### config.mk
export PLATFORM = sky130hd
export DESIGN_NAME = sr_strobe_gen
export DESIGN_NICKNAME = d
export VERILOG_FILES = /design/src/rtl/sr_pkg.sv /design/src/rtl/sr_cfg_regs.sv /design/src/rtl/sr_ratio_lut.sv /design/src/rtl/sr_phase_acc.sv /design/src/rtl/sr_strobe_gen.sv
export SDC_FILE = /design/constraint.sdc
export NUM_CORES = 1
export LEC_CHECK = 0
export BUFFER_PORTS_ARGS = -buffer_cell sky130_fd_sc_hd__buf_2
export CORE_ASPECT_RATIO = 1.2
export CORE_MARGIN = 8
export CORE_UTILIZATION = 45
export DETAILED_ROUTE_END_ITERATION = 6
export PLACE_DENSITY = 0.69
export RECOVER_POWER = 25
export SYNTH_ARGS = -nofsm -noshare
export SYNTH_HDL_FRONTEND = slang
export SYNTH_SLANG_ARGS = --single-unit
### constraint.sdc
create_clock -name clk -period 3.7 [get_ports clk]
set_input_delay 0.37 -clock clk [delete_from_list [all_inputs] [get_ports clk]]
set_output_delay 0.37 -clock clk [all_outputs]
set_load 0.005 [all_outputs]
### src/rtl/sr_pkg.sv
package sr_pkg;
   localparam int BASE_CODE_W = 3;
   localparam int DIV_CODE_W  = 4;
   localparam int NUM_BASE    = 4;
   localparam int NUM_DIV     = 8;
   localparam int BASE_LSB    = 4;
   localparam int DIV_LSB     = 0;

   // base frequency in hertz for each legal base code
   function automatic int base_hz(input int code);
      case (code)
         0:       return 48000;
         1:       return 32000;
         2:       return 44100;
         3:       return 29400;
         default: return 0;
      endcase
   endfunction
endpackage

### src/rtl/sr_cfg_regs.sv
module sr_cfg_regs #(
   parameter int RATE_W   = 16,
   parameter int MIN_RATE = 4000,
   parameter int MAX_RATE = 54000,
   parameter int DEF_RATE = 48000
) (
   input  logic                                clk,
   input  logic                                rst_n,
   input  logic                                pwrdn_n,
   input  logic                                wr_en,
   input  logic                                wr_sel,
   input  logic [RATE_W-1:0]                   wr_data,
   output logic [RATE_W-1:0]                   rate_q,
   output logic                                mode_q,
   output logic [sr_pkg::BASE_CODE_W-1:0]      base_q,
   output logic [sr_pkg::DIV_CODE_W-1:0]       div_q
);
   localparam logic [RATE_W-1:0] MIN_V = RATE_W'(MIN_RATE);
   localparam logic [RATE_W-1:0] MAX_V = RATE_W'(MAX_RATE);
   localparam logic [RATE_W-1:0] DEF_V = RATE_W'(DEF_RATE);

   logic [RATE_W-1:0] clamped;

   always_comb begin
      if (wr_data < MIN_V)      clamped = MIN_V;
      else if (wr_data > MAX_V) clamped = MAX_V;
      else                      clamped = wr_data;
   end

   always_ff @(posedge clk or negedge rst_n) begin
      if (!rst_n) begin
         rate_q <= DEF_V;
         mode_q <= 1'b0;
         base_q <= '0;
         div_q  <= '0;
      end else if (!pwrdn_n) begin
         rate_q <= DEF_V;
         mode_q <= 1'b0;
         base_q <= '0;
         div_q  <= '0;
      end else if (wr_en) begin
         if (!wr_sel) begin
            rate_q <= clamped;
         end else begin
            mode_q <= wr_data[RATE_W-1];
            base_q <= wr_data[sr_pkg::BASE_LSB +: sr_pkg::BASE_CODE_W];
            div_q  <= wr_data[sr_pkg::DIV_LSB  +: sr_pkg::DIV_CODE_W];
         end
      end
   end
endmodule

### src/rtl/sr_ratio_lut.sv
module sr_ratio_lut #(
   parameter int RATE_W   = 16,
   parameter int MIN_RATE = 4000,
   parameter int MAX_RATE = 54000
) (
   input  logic [sr_pkg::BASE_CODE_W-1:0] base_code,
   input  logic [sr_pkg::DIV_CODE_W-1:0]  div_code,
   output logic [RATE_W-1:0]              ratio_hz,
   output logic                           ratio_ok
);
   localparam int ENTRIES = sr_pkg::NUM_BASE * sr_pkg::NUM_DIV;
   localparam int IDX_W   = $clog2(ENTRIES);

   logic [RATE_W-1:0] tab_hz [ENTRIES];
   logic              tab_ok [ENTRIES];
   logic [IDX_W-1:0]  idx;
   logic              reserved;

   for (genvar b = 0; b < sr_pkg::NUM_BASE; b++) begin : g_base
      for (genvar d = 0; d < sr_pkg::NUM_DIV; d++) begin : g_div
         localparam int BH  = sr_pkg::base_hz(b);
         localparam int DV  = d + 1;
         localparam int QH  = BH / DV;
         localparam bit OKC = ((BH % DV) == 0) && (QH >= MIN_RATE) && (QH <= MAX_RATE);
         assign tab_hz[b*sr_pkg::NUM_DIV + d] = RATE_W'(QH);
         assign tab_ok[b*sr_pkg::NUM_DIV + d] = OKC;
      end
   end

   assign reserved = base_code[sr_pkg::BASE_CODE_W-1] | div_code[sr_pkg::DIV_CODE_W-1];
   assign idx      = {base_code[sr_pkg::BASE_CODE_W-2:0], div_code[sr_pkg::DIV_CODE_W-2:0]};
   assign ratio_hz = tab_hz[idx];
   assign ratio_ok = !reserved && tab_ok[idx];
endmodule

### src/rtl/sr_phase_acc.sv
module sr_phase_acc #(
   parameter int REF_HZ = 24576000,
   parameter int RATE_W = 16,
   parameter int ACC_W  = 25
) (
   input  logic              clk,
   input  logic              rst_n,
   input  logic              clr,
   input  logic [RATE_W-1:0] step,
   output logic [ACC_W-1:0]  acc_q,
   output logic              strobe_q
);
   localparam bit POW2 = ((REF_HZ & (REF_HZ - 1)) == 0);
   localparam int SUM_W = ACC_W + 1;

   logic [SUM_W-1:0] sum;
   logic [ACC_W-1:0] acc_d;
   logic             wrap;

   assign sum = SUM_W'(acc_q) + SUM_W'(step);

   if (POW2) begin : g_natural_wrap
      assign wrap  = sum[ACC_W];
      assign acc_d = sum[ACC_W-1:0];
   end else begin : g_modulo_wrap
      localparam logic [SUM_W-1:0] MODV = SUM_W'(REF_HZ);
      logic [SUM_W-1:0] diff;
      assign diff  = sum - MODV;
      assign wrap  = (sum >= MODV);
      assign acc_d = wrap ? diff[ACC_W-1:0] : sum[ACC_W-1:0];
   end

   always_ff @(posedge clk or negedge rst_n) begin
      if (!rst_n) begin
         acc_q    <= '0;
         strobe_q <= 1'b0;
      end else if (clr) begin
         acc_q    <= '0;
         strobe_q <= 1'b0;
      end else begin
         acc_q    <= acc_d;
         strobe_q <= wrap;
      end
   end
endmodule

### src/rtl/sr_strobe_gen.sv
module sr_strobe_gen #(
   parameter int REF_HZ   = 24576000,
   parameter int RATE_W   = 16,
   parameter int MIN_RATE = 4000,
   parameter int MAX_RATE = 54000,
   parameter int DEF_RATE = 48000
) (
   input  logic              clk,
   input  logic              rst_n,
   input  logic              pwrdn_n,
   input  logic              wr_en,
   input  logic              wr_sel,
   input  logic [RATE_W-1:0] wr_data,
   output logic              strobe,
   output logic [RATE_W-1:0] rate_eff,
   output logic              cfg_invalid
);
   localparam int ACC_W = $clog2(REF_HZ);
   localparam logic [RATE_W-1:0] DEF_V = RATE_W'(DEF_RATE);

   if (RATE_W < 8) begin : g_chk_w
      $error("RATE_W must hold the configuration fields");
   end
   if (MIN_RATE < 1 || MIN_RATE > DEF_RATE || DEF_RATE > MAX_RATE) begin : g_chk_band
      $error("rate band must satisfy 1 <= MIN <= DEF <= MAX");
   end
   if (MAX_RATE >= REF_HZ || MAX_RATE >= (1 << RATE_W)) begin : g_chk_max
      $error("MAX_RATE must be below REF_HZ and fit RATE_W");
   end

   logic [RATE_W-1:0]              rate_q;
   logic                           mode_q;
   logic [sr_pkg::BASE_CODE_W-1:0] base_q;
   logic [sr_pkg::DIV_CODE_W-1:0]  div_q;
   logic [RATE_W-1:0]              ratio_hz;
   logic                           ratio_ok;
   logic [RATE_W-1:0]              eff_q;
   logic                           inv_q;
   logic [ACC_W-1:0]               acc_q;
   logic                           strobe_q;

   sr_cfg_regs #(
      .RATE_W(RATE_W), .MIN_RATE(MIN_RATE), .MAX_RATE(MAX_RATE), .DEF_RATE(DEF_RATE)
   ) u_regs (
      .clk(clk), .rst_n(rst_n), .pwrdn_n(pwrdn_n),
      .wr_en(wr_en), .wr_sel(wr_sel), .wr_data(wr_data),
      .rate_q(rate_q), .mode_q(mode_q), .base_q(base_q), .div_q(div_q)
   );

   sr_ratio_lut #(
      .RATE_W(RATE_W), .MIN_RATE(MIN_RATE), .MAX_RATE(MAX_RATE)
   ) u_lut (
      .base_code(base_q), .div_code(div_q), .ratio_hz(ratio_hz), .ratio_ok(ratio_ok)
   );

   // effective-rate selection: a refused ratio keeps the last good rate
   always_ff @(posedge clk or negedge rst_n) begin
      if (!rst_n) begin
         eff_q <= DEF_V;
         inv_q <= 1'b0;
      end else if (!pwrdn_n) begin
         eff_q <= DEF_V;
         inv_q <= 1'b0;
      end else if (!mode_q) begin
         eff_q <= rate_q;
         inv_q <= 1'b0;
      end else if (ratio_ok) begin
         eff_q <= ratio_hz;
         inv_q <= 1'b0;
      end else begin
         inv_q <= 1'b1;
      end
   end

   sr_phase_acc #(
      .REF_HZ(REF_HZ), .RATE_W(RATE_W), .ACC_W(ACC_W)
   ) u_acc (
      .clk(clk), .rst_n(rst_n), .clr(!pwrdn_n), .step(eff_q),
      .acc_q(acc_q), .strobe_q(strobe_q)
   );

   assign strobe      = strobe_q;
   assign rate_eff    = eff_q;
   assign cfg_invalid = inv_q;
endmodule

After elaboration in Yosys (flattened, before gate mapping) --
Memories as Yosys holds them, arrays and structs flattened. Index checks and enable logic that the tools add are counted.
Word-level totals: flip-flop bits (word level) 67, bits in latches 0, memory bits (writable) 0, memory bits (read-only) 544, output and inout port bits 18, word-level logic and storage cells 53, memories kept 2
Operators by class: add/sub/neg operators 2, $mul 0, divide/modulo/power cells 0, $lt $le $gt $ge 4, equal/unequal tests 4, shift operators 0, mux-type cells 27, bitwise logic cells 2, reduce and logical (&&, ||, !) cells 4
Memory list:
- (name not given) | depth 32, bits a word 16, rd ports 1, clocked after Yosys merged registers in 0, wr ports 0, line sr_ratio_lut.sv:32 | assign ratio_hz = tab_hz[idx];
- (name not given) | depth 32, bits a word 1, rd ports 1, clocked after Yosys merged registers in 0, wr ports 0, line sr_ratio_lut.sv:33 | assign ratio_ok = !reserved && tab_ok[idx];
Operator list (count):
- 16-bit two-way mux | 10
- 25-bit two-way mux | 2
- 25-bit by 16-bit adder with 26-bit output | 1
- 26-bit by 25-bit greater-or-equal comparator with 1-bit output, second input constant | 1
- 25-bit subtractor, second input constant | 1
- 16-bit > comparator, second input constant | 1
- 16-bit by 12-bit less-than comparator with 1-bit output, second input constant | 1
- 4-bit two-way mux | 3
- 1-bit two-way mux | 9
- 3-bit two-way mux | 3
- 6-bit greater-or-equal comparator, second input constant | 1
- 5-bit NOT with 6-bit output | 1
- 2-bit by 1-bit != test with 1-bit output, second input constant | 2
- 2-bit AND reduction | 2
- 3-bit != test, second input constant | 1
- 2-bit != test, second input constant | 1
- 1-bit logical AND | 1
- 1-bit logical NOT | 1
- 1-bit bitwise OR | 1

Longest topological paths before layout --
word-level depth 8, depth in mapped cells 15

By module --
From an unflattened synthesis, not the netlist that was laid out.
Second synthesis, totals: cell total of the unflattened synthesis 514, area total of the unflattened synthesis 4795.8 um^2
Modules (own cells, without submodules):
- sr_phase_acc | instances 1, cells each 217, area an instance 1980.6 um^2, seq. area each 650.6 um^2
- sr_cfg_regs | instances 1, cells each 114, area an instance 1143.6 um^2, seq. area each 609.3 um^2
- sr_ratio_lut | instances 1, cells each 114, area an instance 847.1 um^2, seq. area each 0.0 um^2
- sr_strobe_gen | instances 1, cells each 69, area an instance 824.5 um^2, seq. area each 434.2 um^2

Worst setup path after synthesis --
Ideal clock, no wire load.
path kind reg2reg, start register eff_q[0], in the netlist rate_eff[0], end register u_acc.acc_q[21], arrival 3223 ps, data required time 3627 ps, slack 403 ps, stages on the path, launching flop included 16, path buffers 1, cell sequence dfrtp_1 -> ha_1 -> fa_1 -> a211oi_1 -> o211ai_1 -> o211ai_1 -> and2_1 -> xor2_1 -> inv_1 -> ha_1 -> inv_1 -> o211ai_4 -> a31o_4 -> buf_6 -> a21o_1 -> a21oi_2
On the way: longest elaborated chain between the ends 4
Ends and longest elaborated chain:
- start, declared | line sr_strobe_gen.sv:37 | logic [RATE_W-1:0] eff_q;
- start signal, assigned | line sr_strobe_gen.sv:65 | eff_q <= rate_q;
- start signal, assigned | line sr_strobe_gen.sv:68 | eff_q <= ratio_hz;
- 25-bit by 16-bit adder with 26-bit output * | line sr_phase_acc.sv:20 | assign sum = SUM_W'(acc_q) + SUM_W'(step);
- 25-bit subtractor or 26-bit by 25-bit greater-or-equal comparator with 1-bit output (tied branches) | line sr_phase_acc.sv:28, sr_phase_acc.sv:29
- 25-bit two-way mux * | line sr_phase_acc.sv:30 | assign acc_d = wrap ? diff[ACC_W-1:0] : sum[ACC_W-1:0];
- 25-bit two-way mux * | line sr_phase_acc.sv:37 | end else if (clr) begin
- end signal, assigned | line sr_phase_acc.sv:35 | acc_q <= '0;
- end signal, assigned | line sr_phase_acc.sv:38 | acc_q <= '0;
- end signal, assigned | line sr_phase_acc.sv:41 | acc_q <= acc_d;
- end, declared | line sr_phase_acc.sv:10 | output logic [ACC_W-1:0] acc_q,
Every way passes the cells marked *; elsewhere a longest branch is shown, timed or not. A chain may end at the register's enable or synchronous reset.

Worst setup path in the final report --
start register eff_q[0], in the netlist rate_eff[0], end register u_acc.acc_q[20]
The elaborated chain is that of the path after synthesis.

==> impl_results.md <==
* CP max FO at 13
* Die Height at ~130 microns
* Sequential power share at 0.327
* DIE AREA at 14120 sq um
* First drt pass iteration count at 4
* Core Area at approximately 10000 sq um
* Max incr delay on CP at about 0.43 ns
* WL met3 at about 600 microns
* HP Start: wr_data[13]
* Multi-input logic area at between 2000 and 3000 sq um
* Post-DP HPWL at between 9 and 10 mm
* Logic depth of the worst path, buffers included at 14
* Syn Area/Cell at 8.385 sq um
* DR iter-0 viols at 257
* Setup Skew at between 0.007 and 0.008 ns
* Slew @ Worst Pin at 1.368 ns
* Sw frac at 0.3512
* Sinks on the clock net at 67
* Detailed-route via count at 4349
* Final Max Slew Viols at 0
* Synth Flop Type: dfrtp_1
* Dpl ws at 0.2247 ns
* Req. time, crit path at 3.96 ns
* Via/cell ratio at approximately 6
* GRT Total Usage at 0.1827
* RePlAce Congestion at 0.9260
* Clock tree buffer depth at 2
* Cts repair resizes at 0
* Pint at 1.756 mW
* Buf+Inv Stages, Crit Path at 2
* Largest net degree at the start of global routing at 46
* Fill cell total of the finished layout at just under 1000
* Share of the synthesized area in the top cell type at 0.2789
* Cts hold-fix bufs at 0
* Post-CTS Setup Bufs at 0
* Synth Area in Compound Gates at 0.2574
* Diodes inserted at 0
* First-pass GRT wire length at 20.58 mm
* CTS tree: done
* Post-Syn Instances at 567
* Cell family with most CP delay: compound AO/OA/AOI/OAI gates
* Reg clk slew, reported paths at 0.06 ns
* Setup crit end kind: flip-flop
* Share of layout cells above drive strength 1 at 0.1608
* PD cells at roughly 510 nW/um^2
* Port Buffers at 38
* Fmax at 286.1 MHz
* Synth top cells by count: nand2_1 (78), a21oi_1 (60), nor2_1 (55)
* Fin crit share at 0.9448
* Setup_tns at 0 ns
* Leakage at 2.256 nW
* Setup Crit Path Kind: flip-flop to flip-flop
* Sequential cell area at roughly 1700 sq um
* M1 wire length at between 5 and 6 mm
* Relative slew margins at 0.08791
* Initial antenna violation count at 0
* Data arrival time of the critical path at 3.76 ns
* # rows at between 40 and 50
* Syn nets at 613
* Highest routed metal layer: met4
* Maximum vdd drop at 0.2717 mV
* Starting Density at 0.4566
* Worst R2R Path Depth at 14
* Main combinational cell family by area after synthesis: compound AO/OA/AOI/OAI gates
* Crit start category: flip-flop
* Adder-Cell Fraction of Synth Area at 0.06737
* Post-synth EDFFs at 0
* Most frequent cell after synthesis: nand2_1
* Final hold viol count at 0
* Post-synth top area cell: dfrtp_1
* Nets at 638
* Combinational power share at 0.324
* WL/cell at 17.34 microns
* RSZ-0062 raised after global routing: false
* WL final at around 13 mm
* Setup violators final at 0
* Root Driver: clkbuf_16
* Vias in the first global route at ~4300
* Yosys cell types at 72
* DRC violations left at 0
* Post-Synth Simple-Gate Area at 0.2105
* Global route total overflow at 0
* Post-synthesis cell area at 4755 sq um
* PnR worst setup slack at slightly above 0.2 ns
* Fraction of registers with async set or reset after synthesis at 1.000
* Worst Hold Depth at 3
* Post-synthesis xor/xnor area fraction at 0.04211
* Clock power frac at 0.350
* Net Sw Power at 0.9504 mW
* Die extent in x at 109.8 microns
* Synth Warn # at 0
* Crit path from: rate_eff[0]
* Area growth syn-to-layout at 11.97%
* Maxcap violations at 0
* Antenna viol nets, final at 0
* Inserted Clock Buffers at 9
* Sequential area share after synthesis at 0.3563
* Status: completed
* Synth area leaders: dfrtp_1 (28%), dfstp_2 (7.7%), a21oi_1 (6.3%)
* Mux contribution to synthesized area at 0.02132
* Synth Register Bits at 67
* Later-pin clock latency in the skew report at approximately 0.34 ns
* R2R Path Start: rate_eff[0]
* Post-route minimum period at 3.496 ns
* Critical path's slowest cell: fa_1
* Hold Path Class: input port to flip-flop
* Reg-to-reg slack, setup at slightly above 0.2 ns
* H-tree depth at 3
* Met2 wire length at around 6.2 mm
* Ports at 39
* Cell Chain, Critical Path: ha_1 -> fa_1 -> a211oi_1 -> o211ai_1 -> o211ai_1 -> and2_1 -> xor2_1 -> inv_1 -> ha_1 -> inv_1 -> o211ai_4 -> a31o_4 -> a211o_1 -> o21ai_1
path summary, 6_finish.rpt:
kind | endpoint
max in group asynchronous | u_regs.div_q[1]
min reg2reg | u_regs.rate_q[4]
min in group asynchronous | u_acc.acc_q[15]
max reg2reg | u_acc.acc_q[20]
max | u_acc.acc_q[20]
min | u_regs.rate_q[13]
power by group through the flow:
stage               Clock (mW)  Combinational (mW)  Sequential, mW
floorplan                    0               0.710           0.851
global placement             0               0.846           0.890
global route             0.984               0.973           0.892
finish                   0.946               0.876           0.884
CTS                      0.953               0.874           0.883
detailed placement           0               0.866           0.895
final cells by class:
type	count	share of cell area
clock inverter	5	0.01598
inverter	12	0.008461
clock buffer	11	0.04559
multi-input combinational	456	0.5354
tap	129	0.03032
sequential	67	0.3182
timing repair buffer	46	0.04606
flip-flops by register name, summed over array words and instances, names as in the netlist:
| name | flops |
|---|---|
| u_acc.strobe_q | 1 |
| u_regs.base_q | 3 |
| u_acc.acc_q | 25 |
| rate_eff | 16 |
| u_regs.mode_q | 1 |
| u_regs.rate_q | 16 |
| cfg_invalid | 1 |
| u_regs.div_q | 4 |
kinds of logic after synthesis:
kind of cell,after synthesis
compound gates,184
buf+inv,44
xor+xnor,22
simple gates,215
fa+ha+maj,25
mux,10
flops,67
worst min-delay path, cell delays in order:
cell and delay (ns):
buf_2 0.12, nand3_1 0.06, nand2_1 0.05
per-stage QoR:
| stage | hold slack [ns] | instances | util | power [mW] | instance area (sq um) |
|---|---|---|---|---|---|
| 6_report | 0.2732 | 726 | 0.5112 | 2.706 | 5324 |
| 5_1_grt | 0.2881 | 726 | 0.5112 | 2.849 | 5324 |
| 4_1_cts | 0.04237 | 726 | 0.5117 | 2.709 | 5329 |
| 3_5_place_dp | 0.4019 | 710 | 0.4802 | 1.761 | 5001 |
| 3_3_place_gp | 0.3902 | 710 | 0.4802 | 1.737 | 5001 |
| 2_1_floorplan | 0.07441 | 567 | - | 1.562 | 4755 |
layer usage:
metal,track usage,vias up
met3,0.03452,35
met2,0.3112,116
met5,0,-
li1,-,2118
met4,0.08678,0
met1,0.2139,2080
cell usage in the layout (no fill, tap or decap), types with 3 or more instances in the layout:
| cell type | netlist | routed |
|---|---|---|
| nand4_1 | 8 | 8 |
| clkbuf_16 | 0 | 9 |
| ha_1 | 24 | 24 |
| nand3_1 | 16 | 16 |
| a21o_1 | 6 | 6 |
| a21oi_1 | 60 | 60 |
| and2_1 | 4 | 3 |
| dfrtp_1 | 53 | 53 |
| a21oi_2 | 5 | 5 |
| nand2b_1 | 7 | 7 |
| o211ai_1 | 11 | 11 |
| nand2_1 | 78 | 78 |
| buf_4 | 1 | 7 |
| nor3_1 | 15 | 15 |
| inv_1 | 11 | 11 |
| xor2_1 | 9 | 9 |
| o21ai_0 | 39 | 39 |
| nor2b_1 | 9 | 9 |
| mux2i_1 | 9 | 9 |
| a211oi_1 | 18 | 18 |
| clkbuf_1 | 21 | 3 |
| xnor2_1 | 12 | 12 |
| a311oi_1 | 4 | 4 |
| a22o_1 | 7 | 7 |
| dfstp_2 | 14 | 14 |
| nor4_1 | 3 | 3 |
| buf_2 | 0 | 36 |
| nor2_1 | 55 | 55 |
(Power assumes the default switching activity.)
